$ cat src/rtl/irc_pkg.sv
package irc_pkg;

   // Width of a down-counter that must hold the value n.
   function automatic int cnt_width(input int n);
      int w;
      w = $clog2(n + 1);
      if (w < 1) w = 1;
      return w;
   endfunction

   // Edge flags taken from a synchronized level.
   typedef struct packed {
      logic rise;
      logic fall;
   } irc_edge_t;

endpackage

$ cat src/rtl/irc_sync_edge.sv
module irc_sync_edge #(
   parameter int STAGES = 2
) (
   input  logic              clk,
   input  logic              rst_n,
   input  logic              d_async,
   output logic              level,
   output irc_pkg::irc_edge_t edges
);

   if (STAGES < 2) begin : g_bad_stages
      $error("irc_sync_edge: STAGES must be at least 2");
   end

   logic [STAGES-1:0] chain;
   logic              prev;

   always_ff @(posedge clk or negedge rst_n) begin
      if (!rst_n) begin
         chain <= '0;
         prev  <= 1'b0;
      end else begin
         chain <= {chain[STAGES-2:0], d_async};
         prev  <= chain[STAGES-1];
      end
   end

   assign level      = chain[STAGES-1];
   assign edges.rise = chain[STAGES-1] & ~prev;
   assign edges.fall = ~chain[STAGES-1] & prev;

endmodule

$ cat src/rtl/irc_tick_timer.sv
module irc_tick_timer #(
   parameter int TICKS = 8
) (
   input  logic clk,
   input  logic rst_n,
   input  logic tick,
   input  logic load,
   output logic busy
);

   localparam int            CW    = irc_pkg::cnt_width(TICKS);
   localparam logic [CW-1:0] LOADV = CW'(TICKS);

   if (TICKS < 1) begin : g_bad_ticks
      $error("irc_tick_timer: TICKS must be at least 1");
   end

   logic [CW-1:0] cnt;

   always_ff @(posedge clk or negedge rst_n) begin
      if (!rst_n) begin
         cnt <= '0;
      end else if (load) begin
         cnt <= LOADV;
      end else if (tick && (cnt != '0)) begin
         cnt <= cnt - 1'b1;
      end
   end

   assign busy = (cnt != '0);

   // a load always leaves the timer running on the next cycle
   p_load_busy_r3: assert property (@(posedge clk) disable iff (!rst_n)
      load |=> busy);

   // the count never leaves its legal range
   p_bound_r3: assert property (@(posedge clk) disable iff (!rst_n)
      cnt <= LOADV);

   // without a tick or load the count holds
   p_hold_r3: assert property (@(posedge clk) disable iff (!rst_n)
      (!load && !tick) |=> $stable(cnt));

endmodule

$ cat src/rtl/irc_edge_gate.sv
module irc_edge_gate (
   input  logic               clk,
   input  logic               rst_n,
   input  irc_pkg::irc_edge_t edges,
   input  logic               win_busy,
   output logic               accept,
   output logic               win_start,
   output logic               armed_o
);

   logic armed;

   assign accept    = edges.rise & ~win_busy;
   assign win_start = edges.fall & armed;
   assign armed_o   = armed;

   always_ff @(posedge clk or negedge rst_n) begin
      if (!rst_n) begin
         armed <= 1'b0;
      end else if (accept) begin
         armed <= 1'b1;
      end else if (win_start) begin
         armed <= 1'b0;
      end
   end

   // an accepted edge arms the window logic
   p_accept_arms_r5: assert property (@(posedge clk) disable iff (!rst_n)
      accept |=> armed);

   // opening the window consumes the arm
   p_start_disarms_r10: assert property (@(posedge clk) disable iff (!rst_n)
      win_start |=> !armed);

endmodule

$ cat src/rtl/instant_reset_merge.sv
module instant_reset_merge #(
   parameter int SYNC_STAGES = 2,
   parameter int PULSE_TICKS = 8,
   parameter int DEB_TICKS   = 12,
   parameter bit OUT_REG     = 1'b1
) (
   input  logic clk,
   input  logic rst_n,
   input  logic tick,
   input  logic inst_req_i,
   input  logic lp_req_i,
   output logic rst_out_n
);

   if (PULSE_TICKS < 1 || DEB_TICKS < 1) begin : g_bad_timing
      $error("instant_reset_merge: tick counts must be at least 1");
   end

   irc_pkg::irc_edge_t inst_edges;
   logic inst_level;
   logic accept, win_start, armed;
   logic inst_busy, win_busy, lp_busy;
   logic lp_prev, lp_rise;
   logic any_busy;

   irc_sync_edge #(.STAGES(SYNC_STAGES)) i_sync (
      .clk     (clk),
      .rst_n   (rst_n),
      .d_async (inst_req_i),
      .level   (inst_level),
      .edges   (inst_edges)
   );

   irc_edge_gate i_gate (
      .clk       (clk),
      .rst_n     (rst_n),
      .edges     (inst_edges),
      .win_busy  (win_busy),
      .accept    (accept),
      .win_start (win_start),
      .armed_o   (armed)
   );

   irc_tick_timer #(.TICKS(PULSE_TICKS)) i_inst_pulse (
      .clk   (clk),
      .rst_n (rst_n),
      .tick  (tick),
      .load  (accept),
      .busy  (inst_busy)
   );

   irc_tick_timer #(.TICKS(DEB_TICKS)) i_window (
      .clk   (clk),
      .rst_n (rst_n),
      .tick  (tick),
      .load  (win_start),
      .busy  (win_busy)
   );

   always_ff @(posedge clk or negedge rst_n) begin
      if (!rst_n) lp_prev <= 1'b0;
      else        lp_prev <= lp_req_i;
   end

   assign lp_rise = lp_req_i & ~lp_prev;

   irc_tick_timer #(.TICKS(PULSE_TICKS)) i_lp_pulse (
      .clk   (clk),
      .rst_n (rst_n),
      .tick  (tick),
      .load  (lp_rise),
      .busy  (lp_busy)
   );

   assign any_busy = inst_busy | lp_busy;

   if (OUT_REG) begin : g_out_reg
      logic out_q;
      always_ff @(posedge clk or negedge rst_n) begin
         if (!rst_n) out_q <= 1'b1;
         else        out_q <= ~any_busy;
      end
      assign rst_out_n = out_q;

      // with both timers idle the line is released
      p_idle_high_r1: assert property (@(posedge clk) disable iff (!rst_n)
         (!inst_busy && !lp_busy) |=> rst_out_n);

      // either running timer holds the line low
      p_low_r9: assert property (@(posedge clk) disable iff (!rst_n)
         (inst_busy || lp_busy) |=> !rst_out_n);
   end else begin : g_out_comb
      assign rst_out_n = ~any_busy;
   end

   // a rising edge inside the window does not start a pulse
   p_ignore_r5: assert property (@(posedge clk) disable iff (!rst_n)
      (inst_edges.rise && win_busy && !inst_busy) |=> !inst_busy);

   // a falling edge after an accepted press opens the window
   p_fall_window_r6: assert property (@(posedge clk) disable iff (!rst_n)
      (inst_edges.fall && armed) |=> win_busy);

   // an unarmed falling edge leaves an idle window idle
   p_no_win_r10: assert property (@(posedge clk) disable iff (!rst_n)
      (inst_edges.fall && !armed && !win_busy) |=> !win_busy);

   // the long-press edge starts its own timer
   p_lp_start_r8: assert property (@(posedge clk) disable iff (!rst_n)
      lp_rise |=> lp_busy);

   // the synchronized level only moves through an edge flag
   p_level_edge_r2: assert property (@(posedge clk) disable iff (!rst_n)
      $rose(inst_level) |-> inst_edges.rise);

endmodule

$ cat config.mk
export PLATFORM = sky130hd
export DESIGN_NAME = instant_reset_merge
export DESIGN_NICKNAME = d
export VERILOG_FILES = /design/src/rtl/irc_pkg.sv /design/src/rtl/irc_sync_edge.sv /design/src/rtl/irc_tick_timer.sv /design/src/rtl/irc_edge_gate.sv /design/src/rtl/instant_reset_merge.sv
export SDC_FILE = /design/constraint.sdc
export NUM_CORES = 1
export LEC_CHECK = 0
export BUFFER_PORTS_ARGS = -buffer_cell sky130_fd_sc_hd__buf_2
export CAP_MARGIN = 10
export CELL_PAD_IN_SITES_DETAIL_PLACEMENT = 2
export CELL_PAD_IN_SITES_GLOBAL_PLACEMENT = 2
export CORE_ASPECT_RATIO = 1.4
export CORE_MARGIN = 10
export CORE_UTILIZATION = 25
export CTS_CLUSTER_SIZE = 20
export DETAILED_ROUTE_END_ITERATION = 10
export GPL_ROUTABILITY_DRIVEN = 1
export PLACE_DENSITY_LB_ADDON = 0.2
export SYNTH_ARGS = -nofsm -noshare
export SYNTH_HDL_FRONTEND = slang
export SYNTH_SLANG_ARGS = --single-unit
$ cat constraint.sdc
create_clock -name clk -period 1.7 [get_ports clk]
set_input_delay 0.085 -clock clk [delete_from_list [all_inputs] [get_ports clk]]
set_output_delay 0.085 -clock clk [all_outputs]
set_load 0.05 [all_outputs]
==> results by group, run 1 <==
STA
  – Clk_skew: 0.00405 ns
  – Final Hold Viols: 0
  – Final worst slack: 0.131 ns
  – Max Fclk: 0.637 GHz
  – Setup-failing EPs final: 0
  – Worst-Margin Slew: 0.437 ns
  – Final TNS setup: 0 ns
  – Period minus WS final: 1.57 ns
  – Max-slew violation count: 0
  – Worst slew margin: 70.9%
  – Hold Slack: 0.223 ns
  – Period utilization: 92.3%

Setup path
  – Critical path data arrival time: 1.70 ns
  – CP required: 1.83 ns
  – Slowest CP cell: or3b_4
  – CP startpoint kind: flop
  – Crit path depth: 5
  – Kind of cell adding the most delay to the critical path: simple AND/OR/NAND/NOR gates
  – Worst Setup End Kind: flop
  – Highest cell delay on the worst timing path: 0.41 ns
  – CP bufs+invs: 1
  – Crit Path Class: reg -> reg
  – CP max FO: 5
  – Reg2Reg Depth: 5
  – Worst-path cell chain: inv_2 -> ha_4 -> or3b_4 -> nor3b_4 -> a21oi_1

Floorplanning
  – Die area: 0.00640 mm2
  – IO Count: 6
  – Initial Utilization: 26.2%
  – CORE AREA: 0.00341 mm2
  – Row cnt: 25
  – Die height: 90.7 um
  – Die Wd: 70.5 um

CTS
  – Root Driver: clkbuf_8
  – Reg clk slew, reported paths: 0.07 ns
  – Total CTS buffers: 3
  – TritonCTS clock tree: yes
  – CTS Buffer Depth: 2
  – H-tree levels: 1
  – Clock latency on the worst-skew pair: 0.25 ns
  – Sink Count: 18

Drt
  – Drt wl/cell: 15.4 um
  – Via/cell ratio: 5.02
  – DRC: 0
  – Via count: 693
  – Final ANT Viol Nets: 0
  – Initial DRC count: 9
  – Drt first pass iters: 4
  – WL final: 2.13 mm

Global route
  – GR peak layer: met2
  – Met1 GRT Util: 7.87%
  – Vias in the first global route: 777
  – First-pass GRT wire length: 3.79 mm
  – Largest net degree at the start of global routing: 19
  – Remaining Overflow, GRT: 0
  – GR Layer Usage met3: 1.76%
  – GR Util met2: 12.8%
  – GRT Overall Usage: 7.45%
  – Initial antenna violation count: 0

Power and ir drop
  – Max VDD drop: 528 uV
  – PwrDens: 1600 mW/mm2
  – Leakage: 0.470 nW

Status
  – Outcome: completed

Final layout
  – Layout cell share with drive strength beyond 1: 21.4%
  – Synthesis-to-finish area growth: 19.9%
  – Design area: 0.00107 mm2
  – Ant. Diodes: 0
  – Commonest non-fill, non-tap cell in the layout: dfrtp_1
  – Final nets: 109
  – Layout fillers: 378
  – Register area: 452 um2
  – Most frequent cells in the layout: dfrtp_1 (17), nand2_1 (7), inv_1 (6), a21oi_1 (6), buf_2 (5)
  – Multi-input gate area: 417 um2

Placement
  – Dpl cell area: 968 um2
  – Post-DP HPWL: 1.60 mm
  – Buffers added on ports: 5
  – Pre-CTS WS: 0.0604 ns
  – Routability Congestion: 0.760

Synth
  – Post-Syn Area: 893 um2
  – Syn Area/Cell: 10.6 um2
  – Fraction of the yosys area taken by sequential cells: 50.6%
  – Syn Nets: 94
  – Share of flip-flops with an asynchronous set or reset: 100%
  – Ys flop type: dfrtp_1
  – Number of flops mapped to enable cells by yosys: 0
  – Yosys warning count: 0
  – Synth Register Bits: 18
  – Mapped Cells: 84
  – Distinct cells, synth: 31

Min path
  – Hold Crit Depth: 3
  – Hold Crit Class: in -> reg

Run
  – # Max-Cap Violations: 0
## flip-flops by register name, indices dropped and copies added, names as in the netlist
register / cells
rst_out_n: 1
i_sync.prev: 1
i_sync.chain: 2
i_gate.armed_o: 1
lp_prev: 1
i_lp_pulse.cnt: 4
i_inst_pulse.cnt: 4
i_window.cnt: 4
## report_power, final
group          total (mW)  internal [mW]  switching [mW]
registers           0.725          0.583           0.143
logic               0.677          0.348           0.329
clock network       0.307          0.166           0.141
total                1.71           1.10           0.612
## cell usage after synthesis (all sizes together) (2+ instances only)
cell type / instances / area share [%]
a211o: 2 / 2.0
a21oi: 6 / 3.4
dfrtp: 17 / 48
ha: 5 / 7.0
inv: 8 / 3.4
nand2: 7 / 2.9
nand2b: 2 / 1.4
nand3: 4 / 2.2
nor2: 2 / 0.84
nor3: 2 / 1.1
nor3b: 4 / 4.6
nor4b: 2 / 2.0
o211ai: 2 / 1.7
o21ai: 4 / 2.2
or3: 2 / 1.5
or3b: 3 / 3.2
## layout make-up
class                           count  area share, %
Tap cell                           40           4.67
Sequential cell                    18           42.2
Timing Repair Buffer               11           7.24
Multi-Input combinational cell     57           38.9
Clock buffer                        4           4.21
Inverter                            8           2.80
## tightest hold or removal path, stage by stage
cell and delay (ns):
buf_2 0.18, nand3_1 0.11, a21oi_1 0.06
## layer usage
layer | vias to the layer above | wire, um
met3 | 5 | 55
met5 | - | 0
met1 | 354 | 827
li1 | 326 | -
met2 | 8 | 1200
met4 | 0 | 52
## worst paths after layout
kind / startpoint / to / slack (ns)
max reg2reg: i_window.cnt[0]$_DFFE_PN0P_ / i_inst_pulse.cnt[2]$_DFFE_PN0P_ / 0.13
max in group asynchronous: rst_n / rst_out_n$_DFF_PN1_ / 1.06
min: tick / i_lp_pulse.cnt[0]$_DFFE_PN0P_ / 0.22
min reg2reg: i_sync.chain[0]$_DFF_PN0_ / i_sync.chain[1]$_DFF_PN0_ / 0.35
max: i_window.cnt[0]$_DFFE_PN0P_ / i_inst_pulse.cnt[2]$_DFFE_PN0P_ / 0.13
min in group asynchronous: rst_n / i_lp_pulse.cnt[0]$_DFFE_PN0P_ / 0.31
## through the flow
stage	utilization, %	std cells	power (mW)
floorplan	-	84	1.16
global placement	28.4	129	1.33
detailed placement	28.4	129	1.35
CTS	30.6	136	1.68
global route	31.4	138	1.90
finish	31.4	138	1.71
## cells by family after synthesis
family | synth area share (%)
AOI/OAI and AO/OA | 14.3
adders and majority gates | 7.00
buffers and inverters | 4.20
DFF | 50.6
and+or+nand+nor | 24.0
## repair_timing
action,4_1_cts,5_1_grt
gates resized for setup,0,4
hold buffers,3,0
hold endpoints to repair,19,0
setup endpoints to repair,0,5
setup buffers,0,2
No activity file was read; power rests on OpenSTA's default activity.
==> run 2, diff against run 1 <==
Clock period 1.7 ns to 1.5 ns, I/O delays scaled along.
==> results by group, run 2 (synthesized netlist as in run 1, its figures left out) <==
CTS
  – CTS Buffer Depth: 2
  – Sink Count: 18
  – Reg clk slew, reported paths: 0.08 ns
  – Root Driver: clkbuf_8
  – Clock latency on the worst-skew pair: 0.25 ns
  – Total CTS buffers: 3
  – H-tree levels: 1
  – TritonCTS clock tree: yes

STA
  – Final worst slack: -0.0145 ns
  – Worst-Margin Slew: 0.434 ns
  – Hold Slack: 0.136 ns
  – Worst slew margin: 71.1%
  – Max Fclk: 0.660 GHz
  – Final Hold Viols: 0
  – Max-slew violation count: 0
  – Setup-failing EPs final: 3
  – RSZ-0062 raised after global routing: yes
  – Clk_skew: 0.00237 ns
  – Final TNS setup: -0.0233 ns
  – Period minus WS final: 1.51 ns
  – Period utilization: 101%

Global route
  – Initial antenna violation count: 0
  – Vias in the first global route: 879
  – First-pass GRT wire length: 4.14 mm
  – Largest net degree at the start of global routing: 19
  – GRT Overall Usage: 7.91%
  – Remaining Overflow, GRT: 0

Setup path
  – CP startpoint kind: flop
  – Flop-to-flop setup slack: -0.01 ns
  – CP required: 1.69 ns
  – Worst Setup SP: i_window.cnt[0]$_DFFE_PN0P_
  – Reg2Reg Depth: 5
  – Critical path data arrival time: 1.71 ns
  – Worst Setup End Kind: flop
  – CP max FO: 5
  – Reg2Reg Launch Point: i_window.cnt[0]$_DFFE_PN0P_
  – R2r endpoint: i_inst_pulse.cnt[3]$_DFFE_PN0P_
  – Crit Path Class: reg -> reg
  – Critical Path End: i_inst_pulse.cnt[3]$_DFFE_PN0P_

Final layout
  – Ant. Diodes: 0
  – Final nets: 124
  – Most frequent cells in the layout: buf_4 (18), dfrtp_1 (17), nand2_1 (7)
  – Layout cell share with drive strength beyond 1: 41.6%
  – Commonest non-fill, non-tap cell in the layout: buf_4
  – Design area: 0.00124 mm2
  – Cell Count, Final, Fillers Out: 153
  – Layout fillers: 374
  – Largest registers: i_inst_pulse.cnt (4), i_lp_pulse.cnt (4), i_window.cnt (4)
  – Synthesis-to-finish area growth: 39.1%

Placement
  – Inst Count DP: 140
  – Pre-CTS WS: -0.0911 ns
  – Routability Congestion: 0.779
  – Buffers added on ports: 5
  – Dpl cell area: 0.00105 mm2

Floorplanning
  – Die area: 0.00640 mm2
  – IO Count: 6
  – Row cnt: 25
  – CORE AREA: 0.00341 mm2
  – Initial Utilization: 26.2%
  – Die Wd: 70.5 um
  – Die height: 90.7 um

Drt
  – Drt wl/cell: 15.9 um
  – Drt first pass iters: 4
  – DRC: 0
  – WL final: 2.43 mm
  – Via count: 761
  – Via/cell ratio: 4.97
  – Final ANT Viol Nets: 0
  – Initial DRC count: 3

Status
  – Outcome: complete, but fails checks
  – Failing checks: negative setup slack

Power and ir drop
  – Max VDD drop: 875 uV
  – Leakage: 0.559 nW
  – PwrDens: 1930 mW/mm2

Run
  – # Max-Cap Violations: 0

Min path
  – Hold Crit Class: in -> reg
run 2: cell types whose count changed in the layout (fill, tap and decap cells not counted), moves of 2 or more:
cell | previous run | this run
buf_4 | 3 | 18
inv_1 | 6 | 4
nor3b_1 | 3 | 0
nor3b_2 | 0 | 3
a21oi_1 | 6 | 4
a21oi_2 | 0 | 2
inv_2 | 2 | 4
run 2: where the power goes:
group          switching (mW)  internal [mW]  leakage, nW
Sequential              0.166          0.659        0.217
Clock                   0.174          0.233       0.0288
Combinational           0.510          0.653        0.313
run 2: metal layers:
layer / vias up / global-route usage (%) / part of all wire, %
met5: - / 0 / 0
met1: 398 / 7.01 / 37
li1: 358 / - / -
met4: 0 / 2.15 / 0.86
met3: 2 / 1.76 / 1.8
met2: 3 / 16.5 / 60
run 2: final cells by class:
cell class | instances | area (um2) | share of cell area, %
clock buffer | 4 | 55.1 | 4.43
inverter | 8 | 30.0 | 2.42
multi-input combinational | 57 | 465 | 37.5
sequential | 18 | 452 | 36.4
tap | 40 | 50.0 | 4.03
timing repair buffer | 26 | 190 | 15.3
run 2: worst max-delay path, cell delays in order, from the launching register on:
cell     delay (ns)
dfrtp_1        0.40
inv_2          0.08
ha_4           0.13
or3b_4         0.40
nor3b_4        0.31
a211o_1        0.14
run 2: through the flow:
| step | total power [mW] | util [%] |
|---|---|---|
| 3_3_place_gp | 1.69 | 30.8 |
| 4_1_cts | 2.30 | 34.9 |
| 6_report | 2.40 | 36.4 |
| 5_1_grt | 2.60 | 36.4 |
| 3_5_place_dp | 1.76 | 30.8 |
| 2_1_floorplan | 1.32 | - |
run 2: what timing repair did:
| item | in CTS | in global routing |
|---|---|---|
| endpoints found under the hold margin | 19 | 0 |
| hold buffers | 3 | 0 |
| pin swaps | 2 | 3 |
| setup buffers | 4 | 2 |
| setup endpoints to repair | 7 | 10 |
| resized for setup | 7 | 11 |
run 2: worst min path at each step:
stage,startpoint,cells past startpoint,endpoint
after floorplan,rst_n,0,i_gate.armed_o$_DFFE_PN0P_
after global placement,rst_n,1,i_inst_pulse.cnt[3]$_DFFE_PN0P_
after detailed placement,rst_n,1,i_inst_pulse.cnt[3]$_DFFE_PN0P_
after CTS,tick,3,i_inst_pulse.cnt[0]$_DFFE_PN0P_
after global routing,tick,3,i_inst_pulse.cnt[0]$_DFFE_PN0P_
final,tick,3,i_inst_pulse.cnt[0]$_DFFE_PN0P_
